$ cat config.mk
export PLATFORM = sky130hd
export DESIGN_NAME = lrsc_monitor
export DESIGN_NICKNAME = d
export VERILOG_FILES = /design/src/rtl/lrsc_pkg.sv /design/src/rtl/lrsc_ea_gen.sv /design/src/rtl/lrsc_rsv_track.sv /design/src/rtl/lrsc_resp.sv /design/src/rtl/lrsc_monitor.sv
export SDC_FILE = /design/constraint.sdc
export NUM_CORES = 1
export LEC_CHECK = 0
export BUFFER_PORTS_ARGS = -buffer_cell sky130_fd_sc_hd__buf_4
export CAP_MARGIN = 5
export CORE_UTILIZATION = 40
export DETAILED_ROUTE_END_ITERATION = 8
export GPL_ROUTABILITY_DRIVEN = 0
export SYNTH_ARGS = -nofsm -noshare
export SYNTH_HDL_FRONTEND = slang
export SYNTH_SLANG_ARGS = --single-unit
$ cat constraint.sdc
create_clock -name clk -period 2.25 [get_ports clk]
set_input_delay 0.45 -clock clk [delete_from_list [all_inputs] [get_ports clk]]
set_output_delay 0.45 -clock clk [all_outputs]
set_load 0.02 [all_outputs]
$ cat src/rtl/lrsc_pkg.sv
package lrsc_pkg;
  typedef enum logic [1:0] {
    OP_IDLE    = 2'b00,
    OP_RESERVE = 2'b01,
    OP_STCOND  = 2'b10,
    OP_DROP    = 2'b11
  } lrsc_op_e;

  localparam int CODE_W = 4;
  localparam logic [CODE_W-1:0] CODE_PASS = 4'b0010;
endpackage

$ cat src/rtl/lrsc_ea_gen.sv
module lrsc_ea_gen #(
  parameter int AW = 32
) (
  input  logic [AW-1:0] base_i,
  input  logic [AW-1:0] index_i,
  input  logic          base_zero_i,
  output logic [AW-1:0] ea_o
);
  always_comb begin
    if (base_zero_i) ea_o = index_i;
    else             ea_o = base_i + index_i;
  end
endmodule

$ cat src/rtl/lrsc_rsv_track.sv
module lrsc_rsv_track #(
  parameter int AW   = 32,
  parameter int GRAN = 2
) (
  input  logic          clk,
  input  logic          rst_n,
  input  logic          set_i,
  input  logic          drop_i,
  input  logic [AW-1:0] ea_i,
  output logic          hit_o,
  output logic          held_o
);
  localparam int TAG_W = AW - GRAN;

  logic             held_q, held_d;
  logic [TAG_W-1:0] tag_q, tag_d;
  logic             tag_en;

  assign tag_en = set_i;

  always_comb begin
    held_d = held_q;
    if (drop_i)     held_d = 1'b0;
    else if (set_i) held_d = 1'b1;
    tag_d = ea_i[AW-1:GRAN];
  end

  always_ff @(posedge clk or negedge rst_n) begin
    if (!rst_n) begin
      held_q <= 1'b0;
      tag_q  <= '0;
    end else begin
      held_q <= held_d;
      if (tag_en) tag_q <= tag_d;
    end
  end

  assign hit_o  = held_q && (tag_q == ea_i[AW-1:GRAN]);
  assign held_o = held_q;


  rsv_capture_chk: assert property (@(posedge clk) disable iff (!rst_n)
    (set_i && !drop_i) |=> (held_q && tag_q == $past(ea_i[AW-1:GRAN])));

  rsv_drop_chk: assert property (@(posedge clk) disable iff (!rst_n)
    drop_i |=> !held_q);

  rsv_nohold_chk: assert property (@(posedge clk) disable iff (!rst_n)
    !held_q |-> !hit_o);
endmodule

$ cat src/rtl/lrsc_resp.sv
module lrsc_resp
  import lrsc_pkg::*;
#(
  parameter int AW = 32,
  parameter int DW = 32
) (
  input  logic              clk,
  input  logic              rst_n,
  input  logic              stcond_i,
  input  logic              hit_i,
  input  logic              ov_i,
  input  logic [AW-1:0]     ea_i,
  input  logic [DW-1:0]     wdata_i,
  output logic              wr_valid_o,
  output logic [AW-1:0]     wr_addr_o,
  output logic [DW-1:0]     wr_data_o,
  output logic              res_valid_o,
  output logic [CODE_W-1:0] res_code_o
);
  logic              wr_valid_q, wr_valid_d;
  logic [AW-1:0]     wr_addr_q;
  logic [DW-1:0]     wr_data_q;
  logic              res_valid_q, res_valid_d;
  logic [CODE_W-1:0] code_q, code_d;
  logic              load_en;

  assign load_en = stcond_i;

  always_comb begin
    wr_valid_d  = stcond_i && hit_i;
    res_valid_d = stcond_i;
    code_d      = {{(CODE_W-1){1'b0}}, ov_i};
    if (hit_i) code_d = code_d | CODE_PASS;
  end

  always_ff @(posedge clk or negedge rst_n) begin
    if (!rst_n) begin
      wr_valid_q  <= 1'b0;
      res_valid_q <= 1'b0;
      wr_addr_q   <= '0;
      wr_data_q   <= '0;
      code_q      <= '0;
    end else begin
      wr_valid_q  <= wr_valid_d;
      res_valid_q <= res_valid_d;
      if (load_en) begin
        wr_addr_q <= ea_i;
        wr_data_q <= wdata_i;
        code_q    <= code_d;
      end
    end
  end

  assign wr_valid_o  = wr_valid_q;
  assign wr_addr_o   = wr_addr_q;
  assign wr_data_o   = wr_data_q;
  assign res_valid_o = res_valid_q;
  assign res_code_o  = code_q;


  write_has_pass_chk: assert property (@(posedge clk) disable iff (!rst_n)
    wr_valid_o |-> (res_valid_o && res_code_o[1]));

  code_upper_zero_chk: assert property (@(posedge clk) disable iff (!rst_n)
    res_valid_o |-> (res_code_o[CODE_W-1:2] == '0));

  fail_no_write_chk: assert property (@(posedge clk) disable iff (!rst_n)
    (res_valid_o && !res_code_o[1]) |-> !wr_valid_o);
endmodule

$ cat src/rtl/lrsc_monitor.sv
module lrsc_monitor
  import lrsc_pkg::*;
#(
  parameter int AW   = 32,
  parameter int DW   = 32,
  parameter int GRAN = 2
) (
  input  logic          clk,
  input  logic          rst_n,
  input  logic          op_valid_i,
  input  logic [1:0]    op_kind_i,
  input  logic [AW-1:0] base_i,
  input  logic [AW-1:0] index_i,
  input  logic          base_zero_i,
  input  logic [DW-1:0] wdata_i,
  input  logic          ov_i,
  output logic          wr_valid_o,
  output logic [AW-1:0] wr_addr_o,
  output logic [DW-1:0] wr_data_o,
  output logic          res_valid_o,
  output logic [3:0]    res_code_o
);
  lrsc_op_e      kind;
  logic          do_reserve, do_stcond, do_drop;
  logic [AW-1:0] ea;
  logic          hit, held;

  assign kind       = lrsc_op_e'(op_kind_i);
  assign do_reserve = op_valid_i && (kind == OP_RESERVE);
  assign do_stcond  = op_valid_i && (kind == OP_STCOND);
  assign do_drop    = op_valid_i && ((kind == OP_DROP) || (kind == OP_STCOND));

  lrsc_ea_gen #(.AW(AW)) u_ea (
    .base_i      (base_i),
    .index_i     (index_i),
    .base_zero_i (base_zero_i),
    .ea_o        (ea)
  );

  lrsc_rsv_track #(.AW(AW), .GRAN(GRAN)) u_rsv (
    .clk    (clk),
    .rst_n  (rst_n),
    .set_i  (do_reserve),
    .drop_i (do_drop),
    .ea_i   (ea),
    .hit_o  (hit),
    .held_o (held)
  );

  lrsc_resp #(.AW(AW), .DW(DW)) u_resp (
    .clk         (clk),
    .rst_n       (rst_n),
    .stcond_i    (do_stcond),
    .hit_i       (hit),
    .ov_i        (ov_i),
    .ea_i        (ea),
    .wdata_i     (wdata_i),
    .wr_valid_o  (wr_valid_o),
    .wr_addr_o   (wr_addr_o),
    .wr_data_o   (wr_data_o),
    .res_valid_o (res_valid_o),
    .res_code_o  (res_code_o)
  );


  result_origin_chk: assert property (@(posedge clk) disable iff (!rst_n)
    res_valid_o |-> $past(do_stcond));

  no_back_to_back_write_chk: assert property (@(posedge clk) disable iff (!rst_n)
    wr_valid_o |=> !wr_valid_o);

  hit_needs_held_chk: assert property (@(posedge clk) disable iff (!rst_n)
    (do_stcond && !held) |=> !wr_valid_o);
endmodule

Yosys cells after proc, flatten, opt, wreduce, memory -nomap -nowiden --
Index checks and enable logic that the tools add are counted.
Cells by class: $add $sub $neg 1, muxes and demuxes 4, equality and inequality tests 4, reductions and logical operators 7
Operators with widths (number):
- adder 32 bit | 1
- 2-to-1 mux 32 bit | 1
- equality test 30 bit | 1
- logical AND 1 bit | 5
- equality test 2 bit (second input constant) | 2
- equality test 2 x 1 -> 1 bit (second input constant) | 1
- 2-to-1 mux 1 bit | 2
- 2-to-1 mux 2 bit | 1
- nonzero test 2 bit | 1
- logical OR 1 bit | 1
Word-level totals: word-level logic and storage cells 23, flip-flop bits (word level) 101

Depth between registers and ports, before layout --
Gate-level depths: netlist (run 1).
word-level depth 5, gate-level depth with buffers 13

By module --
From an unflattened synthesis (run 1), not the netlist that was laid out.
Second synthesis, totals: cells, all modules 578, area, all modules 6338.6 um^2
Modules (own cells, without submodules):
- lrsc_resp | cells an instance 145, instances 1, area an instance 2635.0 um^2
- lrsc_ea_gen | cells an instance 324, instances 1, area an instance 2213.4 um^2
- lrsc_rsv_track | cells an instance 106, instances 1, area an instance 1465.2 um^2
- lrsc_monitor | cells an instance 3, instances 1, area an instance 25.0 um^2

Least setup slack after synthesis (run 1) --
OpenSTA, ideal clock, no wires.
kind in2reg, start point in base_i[20], end point reg u_resp.wr_valid_q, in the netlist u_resp.wr_valid_o, path buffers 1, setup slack -1115 ps, data arrival time 3253 ps, stages 12, cell sequence ha_1 > buf_6 > a21oi_2 > nor2b_1 > o21a_1 > or4_4 > or4_4 > nand4_2 > and2_1 > o2111ai_1 > or4_1 > a2111oi_2
Between the ends: cells in the longest elaborated chain, start to end 5
RTL lines:
- from (decl) | RTL line lrsc_monitor.sv:12 | input logic [AW-1:0] base_i,
- adder 32 bit | RTL line lrsc_ea_gen.sv:11 | else ea_o = base_i + index_i;
- 2-to-1 mux 32 bit | RTL line lrsc_ea_gen.sv:10 | if (base_zero_i) ea_o = index_i;
- equality test 30 bit | RTL line lrsc_rsv_track.sv:38 | assign hit_o = held_q && (tag_q == ea_i[AW-1:GRAN]);
- logical AND 1 bit | RTL line lrsc_rsv_track.sv:38
- logical AND 1 bit | RTL line lrsc_resp.sv:30 | wr_valid_d = stcond_i && hit_i;
- via u_resp.wr_valid_d | RTL line lrsc_resp.sv:20 | logic wr_valid_q, wr_valid_d;
- to (signal assigned) | RTL line lrsc_resp.sv:44 | wr_valid_q <= wr_valid_d;
- to (decl) | RTL line lrsc_resp.sv:20
The timed path passes the listed nets, and every way through them passes these cells. A chain may end at the register's enable or synchronous reset.

Worst setup path in the final report (run 1) --
start point in index_i[0], end point reg u_resp.wr_valid_q, in the netlist u_resp.wr_valid_o
Between the ends: cells in the longest elaborated chain, start to end 5
RTL lines:
- from (decl) | RTL line lrsc_monitor.sv:13 | input logic [AW-1:0] index_i,
- adder 32 bit | RTL line lrsc_ea_gen.sv:11
- 2-to-1 mux 32 bit | RTL line lrsc_ea_gen.sv:10
- equality test 30 bit | RTL line lrsc_rsv_track.sv:38
- logical AND 1 bit | RTL line lrsc_rsv_track.sv:38
- logical AND 1 bit | RTL line lrsc_resp.sv:30
- via u_resp.wr_valid_d | RTL line lrsc_resp.sv:20
The timed path passes the listed nets, and every way through them passes these cells.

==> flow_summary_export.csv, run 1 <==
group,metric,value,unit
global_route,grt_usage,26.3,%
floorplan,start_util,41.4,%
run_status,status,"finished, violations left",
sta,hold_viol,0,
critical_path,required,2490,ps
layout,fillers,1399,
layout,fin_area,12000,sq um
sta,setup_ws,-800,ps
sta,worst_pin_slew,949,ps
yosys,synthArstFlopShare,100,%
floorplan,io_pins,173,
floorplan,core,17500,sq um
yosys,syn-instance-count,909,
yosys,synth_most_common_cell,"nand2_1",
sta,max_freq,0.328,GHz
cts,path_clk_slew,70,ps
sta,hold_ws,134,ps
sta,skew,5.21,ps
route,ant_nets,0,
place,io_buffers,170,
critical_path,crit_path_end_kind,"flop",
place,placed_cell_area,10700,sq um
route,drt_iter0_markers,469,
yosys,synth_top_area_cell,"dfrtp_1",
floorplan,die_x,136,microns
yosys,synth_cell_type_count,84,
hold_path,hold_path_class,"input port to asynchronous set/reset pin",
global_route,grt_max_degree,100,
global_route,grt-ovfl-total,0,
cts,cts_max_path_buffers,2,
global_route,grt_pass1_vias,7830,
sta,rsz0062_at_grt,"yes",
critical_path,path_max_fanout,3,
cts,insertion_delay,340,ps
route,wirelength,24.4,mm
cts,root_buffer,"clkbuf_16",
sta,relSlewSlack,36.7,%
route,num_vias,8094,
yosys,syn_avg_cell_area,7.95,sq um
pwr,vdd_drop_max,0.514,mV
run,drv_cap,0,
yosys,netlist_top_cells_area,"dfrtp_1 (34%), nand2_1 (11%), o21ai_0 (5.7%)",
critical_path,path_class,"input port to flop",
place,dp_cells,1478,
floorplan,die-area,18600,sq um
yosys,ys.warnings.count,0,
layout,multi_input_area,5450,sq um
layout,regArea,2480,sq um
run_status,violations,"negative setup slack",
floorplan,die_y,136,microns
yosys,synth.yosys.seq_area_share,34.3,%
route,first_pass_iters,5,
cts,cts_tree,"built",
cts,cts_sinks,99,
sta,finalSetupViolations,25,
yosys,synth_edf_count,0,
pwr,leakagePower,5.71,nW
route,wl_per_cell,16.0,microns
yosys,synthTopCellsByCount,"nand2_1 (221), dfrtp_1 (99), o21ai_0 (83)",
layout,fin_cells,1523,
route,drc_errors,0,
layout,final_layout_size_suffix_gt1_share,45.9,%
sta,finalCritPeriodShare,136,%
layout,syn2layout_area_growth,66.0,%
cts,cts-buffers-inserted,9,
layout,layout.nets,1428,
yosys,synth.top_cell.area_share,34.3,%
layout,antenna_cells,0,
yosys,synth_seq_cells,99,
cts,htreeDepth,3,
critical_path,crit_arrival,3290,ps
place,dp_hpwl,18.5,mm
global_route,grt_first_pass_wirelength,38.5,mm
route,viasPerCell,5.31,
pwr,power.density,614,nW/um^2
sta,maxSlewViolCount,0,
yosys,synthesis.area,7230,sq um
sta,period_needed,3050,ps
floorplan,rows,48,
global_route,antenna_found_initial,0,
yosys,synthFlopType,"dfrtp_1",
critical_path,start_kind,"input port",
power breakdown:
group	total (W)	switching, W	internal (W)
registers	0.00233	0.000228	0.00210
logic	0.00351	0.00175	0.00176
clock network	0.00153	0.000667	0.000862
total	0.00737	0.00265	0.00472
worst max-delay path, cell delays in order:
cell and delay [ps]:
buf_8 100, ha_4 150, inv_2 50, fa_2 220
nor2b_4 60, o31a_1 340, buf_6 140, o2111ai_2 190
nand3_2 160, xor2_1 240, nand3_1 120, nor4_2 140
buf_4 150, nand4_1 80, or4_4 500, a2111oi_4 200
layout make-up:
class | count | area share, %
tap | 225 | 2.35
timing repair buffer | 429 | 28.8
clock buffer | 10 | 1.91
sequential | 99 | 20.6
multi-input combinational | 745 | 45.5
clock inverter | 6 | 0.532
inverter | 9 | 0.282
cells in the final DEF, fill, tap and decap left out, drive strengths merged, types with 17 or more instances in the layout:
| cell type | synthesis | final |
|---|---|---|
| xor2 | 20 | 20 |
| xnor2 | 17 | 17 |
| o21ai | 90 | 90 |
| nand2 | 221 | 221 |
| dfrtp | 99 | 99 |
| nor3 | 22 | 22 |
| buf | 14 | 429 |
| nor2 | 46 | 46 |
| nand3 | 20 | 20 |
| ha | 31 | 31 |
| a21oi | 47 | 47 |
| nand4 | 20 | 20 |
state kept, by name (all words and copies together) (netlist names):
name / count
u_resp.wr_data_o: 32
u_resp.res_code_o: 2
u_resp.wr_addr_o: 32
u_resp.wr_valid_o: 1
u_resp.res_valid_o: 1
u_rsv.held_o: 1
u_rsv.tag_q: 30
cell families after synthesis:
kind of cell    synth area share (%)
mux                             1.56
xor+xnor                        5.02
flops                           34.3
buf+inv                         3.83
fa+ha+maj                       5.64
compound gates                  22.4
simple gates                    27.3
other cells                   0.0519
through the flow:
| stage | utilization (%) | setup TNS [ps] | total power [W] | worst slack [ps] |
|---|---|---|---|---|
| after floorplan | - | -4370 | 0.00395 | -951 |
| after detailed placement | 61.0 | -24540 | 0.00546 | -1310 |
| final | 68.7 | -6500 | 0.00737 | -800 |
| after global placement | 61.0 | -23630 | 0.00542 | -1350 |
| after global routing | 68.7 | -8590 | 0.00780 | -883 |
| after CTS | 66.1 | -5730 | 0.00725 | -772 |
path summary, 6_finish.rpt:
kind	slack (ps)	cells past startpoint	to	start
max	-800	16	u_resp.wr_valid_o	index_i[0]
min	130	2	u_rsv.tag_q[22]	rst_n
max reg2reg	-360	10	u_resp.wr_valid_o	u_rsv.tag_q[23]
min reg2reg	470	2	u_resp.wr_addr_o[30]	u_resp.wr_addr_o[30]
max in group asynchronous	1680	2	u_rsv.tag_q[12]	rst_n
min in group clk	290	3	u_resp.wr_data_o[5]	wdata_i[5]
routing by layer:
layer  global-route usage (%)  wire, microns
met1                     32.2          10200
met2                     46.2          12400
met5                        0              0
met4                     9.69            778
met3                     3.99           1030
repair_timing:
action	in CTS	in global routing
hold buffers	0	0
pin swaps	51	39
setup endpoints to repair	34	38
resized for setup	110	83
setup buffers	16	18
(Power assumes the default switching activity.)
==> run 2: changes to the inputs <==
CORE_ASPECT_RATIO = 0.8   (was unset)
RECOVER_POWER = 100   (was unset)
==> run 2 against run 1 <==
Effect of this change:
- the run ends with design-rule violations, negative setup slack left
- core utilization shrank 1.9 points
- first-iteration DRC count is 1.3% higher
- cell count shrank 0.33%
- wire length rose by 2.0%
- worst hold slack better by 160 ps
- worst setup slack lost 45 ps
==> flow_summary_export.csv, run 2 (synthesis results as in run 1) <==
group,metric,value,unit
global_route,grt_pass1_vias,7884,
floorplan,io_pins,173,
route,wirelength,24.9,mm
route,first_pass_iters,7,
critical_path,path_common_cell,"buf_4",
critical_path,start_kind,"input port",
route,wl_met2,11.9,mm
critical_path,path_buf_inv,5,
floorplan,start_util,41.3,%
sta,relSlewSlack,14.8,%
floorplan,core,17500,sq um
pwr,leakagePower,5.39,nW
route,m1WireLength,10.9,mm
cts,cts_sinks,99,
pwr,combPwrFrac,45.4,%
critical_path,crit_arrival,3330,ps
pwr,power_switching,0.00264,W
layout,final_layout_size_suffix_gt1_share,40.2,%
pwr,pwr-share-seq,32.0,%
place,dp_hpwl,18.9,mm
cts,path_clk_slew,70,ps
global_route,grt_usage,26.5,%
sta,setup_ws,-845,ps
critical_path,required,2490,ps
cts,root_buffer,"clkbuf_16",
hold_path,hold_path_class,"input port to flop",
cts,cts-buffers-inserted,9,
layout,final_common_cell,"buf_4",
critical_path,path_max_fanout,5,
floorplan,die_x,152,microns
layout,final_cell_mix,"buf_4 (305), nand2_1 (214), dfrtp_1 (99), clkbuf_1 (73), o21ai_0 (42)",
route,ant_nets,0,
sta,max_freq,0.323,GHz
cts,htreeDepth,3,
critical_path,crit_path_end_kind,"flop",
global_route,grt_max_degree,98,
global_route,grt_first_pass_wirelength,39.6,mm
sta,rsz0062_at_grt,"yes",
place,io_buffers,170,
route,dr.max_layer_used,"met4",
layout,fin_area,11700,sq um
pwr,p_int,0.00462,W
place,placed_cell_area,10700,sq um
run_status,status,"finished, violations left",
critical_path,path_class,"input port to flop",
pwr,vdd_drop_max,0.491,mV
sta,maxSlewViolCount,0,
sta,skew,3.01,ps
pwr,p_sw_share,36.4,%
pwr,power.density,622,nW/um^2
layout,fillers,1491,
layout,antenna_cells,0,
critical_path,critPathTopFamily,"simple AND/OR/NAND/NOR gates",
route,wl_per_cell,16.4,microns
sta,worst_pin_slew,1280,ps
layout,syn2layout_area_growth,61.5,%
layout,layout.nets,1423,
floorplan,die-area,18600,sq um
pwr,pwr-share-clk,22.6,%
run,drv_cap,0,
critical_path,path_cells,"buf_4, ha_4, o211ai_1, o21ai_2, buf_4, a21oi_4, buf_6, buf_6, or4_1, nand3_1, buf_4, nand4_1, or4_4, a2111oi_4",
floorplan,rows,43,
sta,period_needed,3100,ps
route,drt_iter0_markers,475,
route,num_vias,8169,
sta,finalCritPeriodShare,138,%
sta,hold_viol,0,
global_route,grt-ovfl-total,0,
critical_path,crit_slowest_cell,"or4_4",
route,drc_errors,8,
cts,cts_max_path_buffers,2,
cts,cts_hold_buffers,0,
cts,insertion_delay,340,ps
cts,cts_tree,"built",
floorplan,die_y,122,microns
route,wl_met3,1.33,mm
global_route,antenna_found_initial,0,
sta,finalSetupViolations,26,
route,viasPerCell,5.38,
critical_path,critPathMaxStageDelay,510,ps
place,dp_slack,-1380,ps
run_status,violations,"design-rule violations, negative setup slack",
## run 2: cell types whose count changed in the layout (fill, tap and decap cells not counted), sizes merged
cell,delta
buf,-84
bufinv,+1
clkbuf,+79
clkinv,-1
## run 2: tightest hold or removal path, stage by stage
cell     delay, ps
buf_4           70
nand2_1         40
nand2_1         40
## run 2: power groups by stage
stage	registers, W	logic (W)	clock network [W]
2_1_floorplan	0.00259	0.00137	0
5_1_grt	0.00237	0.00358	0.00174
4_1_cts	0.00233	0.00332	0.00167
6_report	0.00233	0.00330	0.00164
3_5_place_dp	0.00236	0.00313	0
3_3_place_gp	0.00235	0.00310	0
## run 2: metrics by stage
step                instances  util (%)  setup TNS [ps]  total power (W)  hold WS (ps)
finish                   1518      66.8           -5990          0.00727           292
global route             1518      66.8           -8250          0.00770           291
CTS                      1511      66.2           -4790          0.00732          18.6
detailed placement       1487      61.5          -25280          0.00548           381
global placement         1487      61.5          -24380          0.00544           383
floorplan                 910         -           -4370          0.00395           154
## run 2: layout make-up
cell class	count	area [sq um]	area share (%)
clock inverter	6	88.8	0.761
sequential	99	2480	21.2
inverter	9	33.8	0.289
timing repair buffer	424	3090	26.5
tap	225	282	2.41
clock buffer	10	229	1.96
multi-input combinational	745	5480	46.9
## run 2: metal layers
layer / global-route usage, % / vias to the layer above
met3: 3.88 / 48
met5: 0 / -
met4: 9.63 / 0
li1: - / 4030
met2: 44.3 / 257
met1: 35.3 / 3834
## run 2: repair_timing
item	CTS	global route
pin swaps	28	50
endpoints found under the hold margin	0	0
resized for setup	95	94
setup endpoints to repair	36	41
setup buffers	9	10
## run 2: worst paths after layout
path                                 startpoint                    to  slack (ps)  cells past startpoint
setup / recovery                      base_i[3]     u_resp.wr_valid_o        -850                     14
hold / removal                       wdata_i[7]   u_resp.wr_data_o[7]         290                      3
setup reg to reg                u_rsv.tag_q[23]     u_resp.wr_valid_o        -340                     10
hold reg to reg            u_resp.wr_addr_o[28]  u_resp.wr_addr_o[28]         470                      2
max in group asynchronous                 rst_n        u_rsv.tag_q[0]         350                      2
min in group asynchronous                 rst_n  u_resp.wr_data_o[24]         370                      1
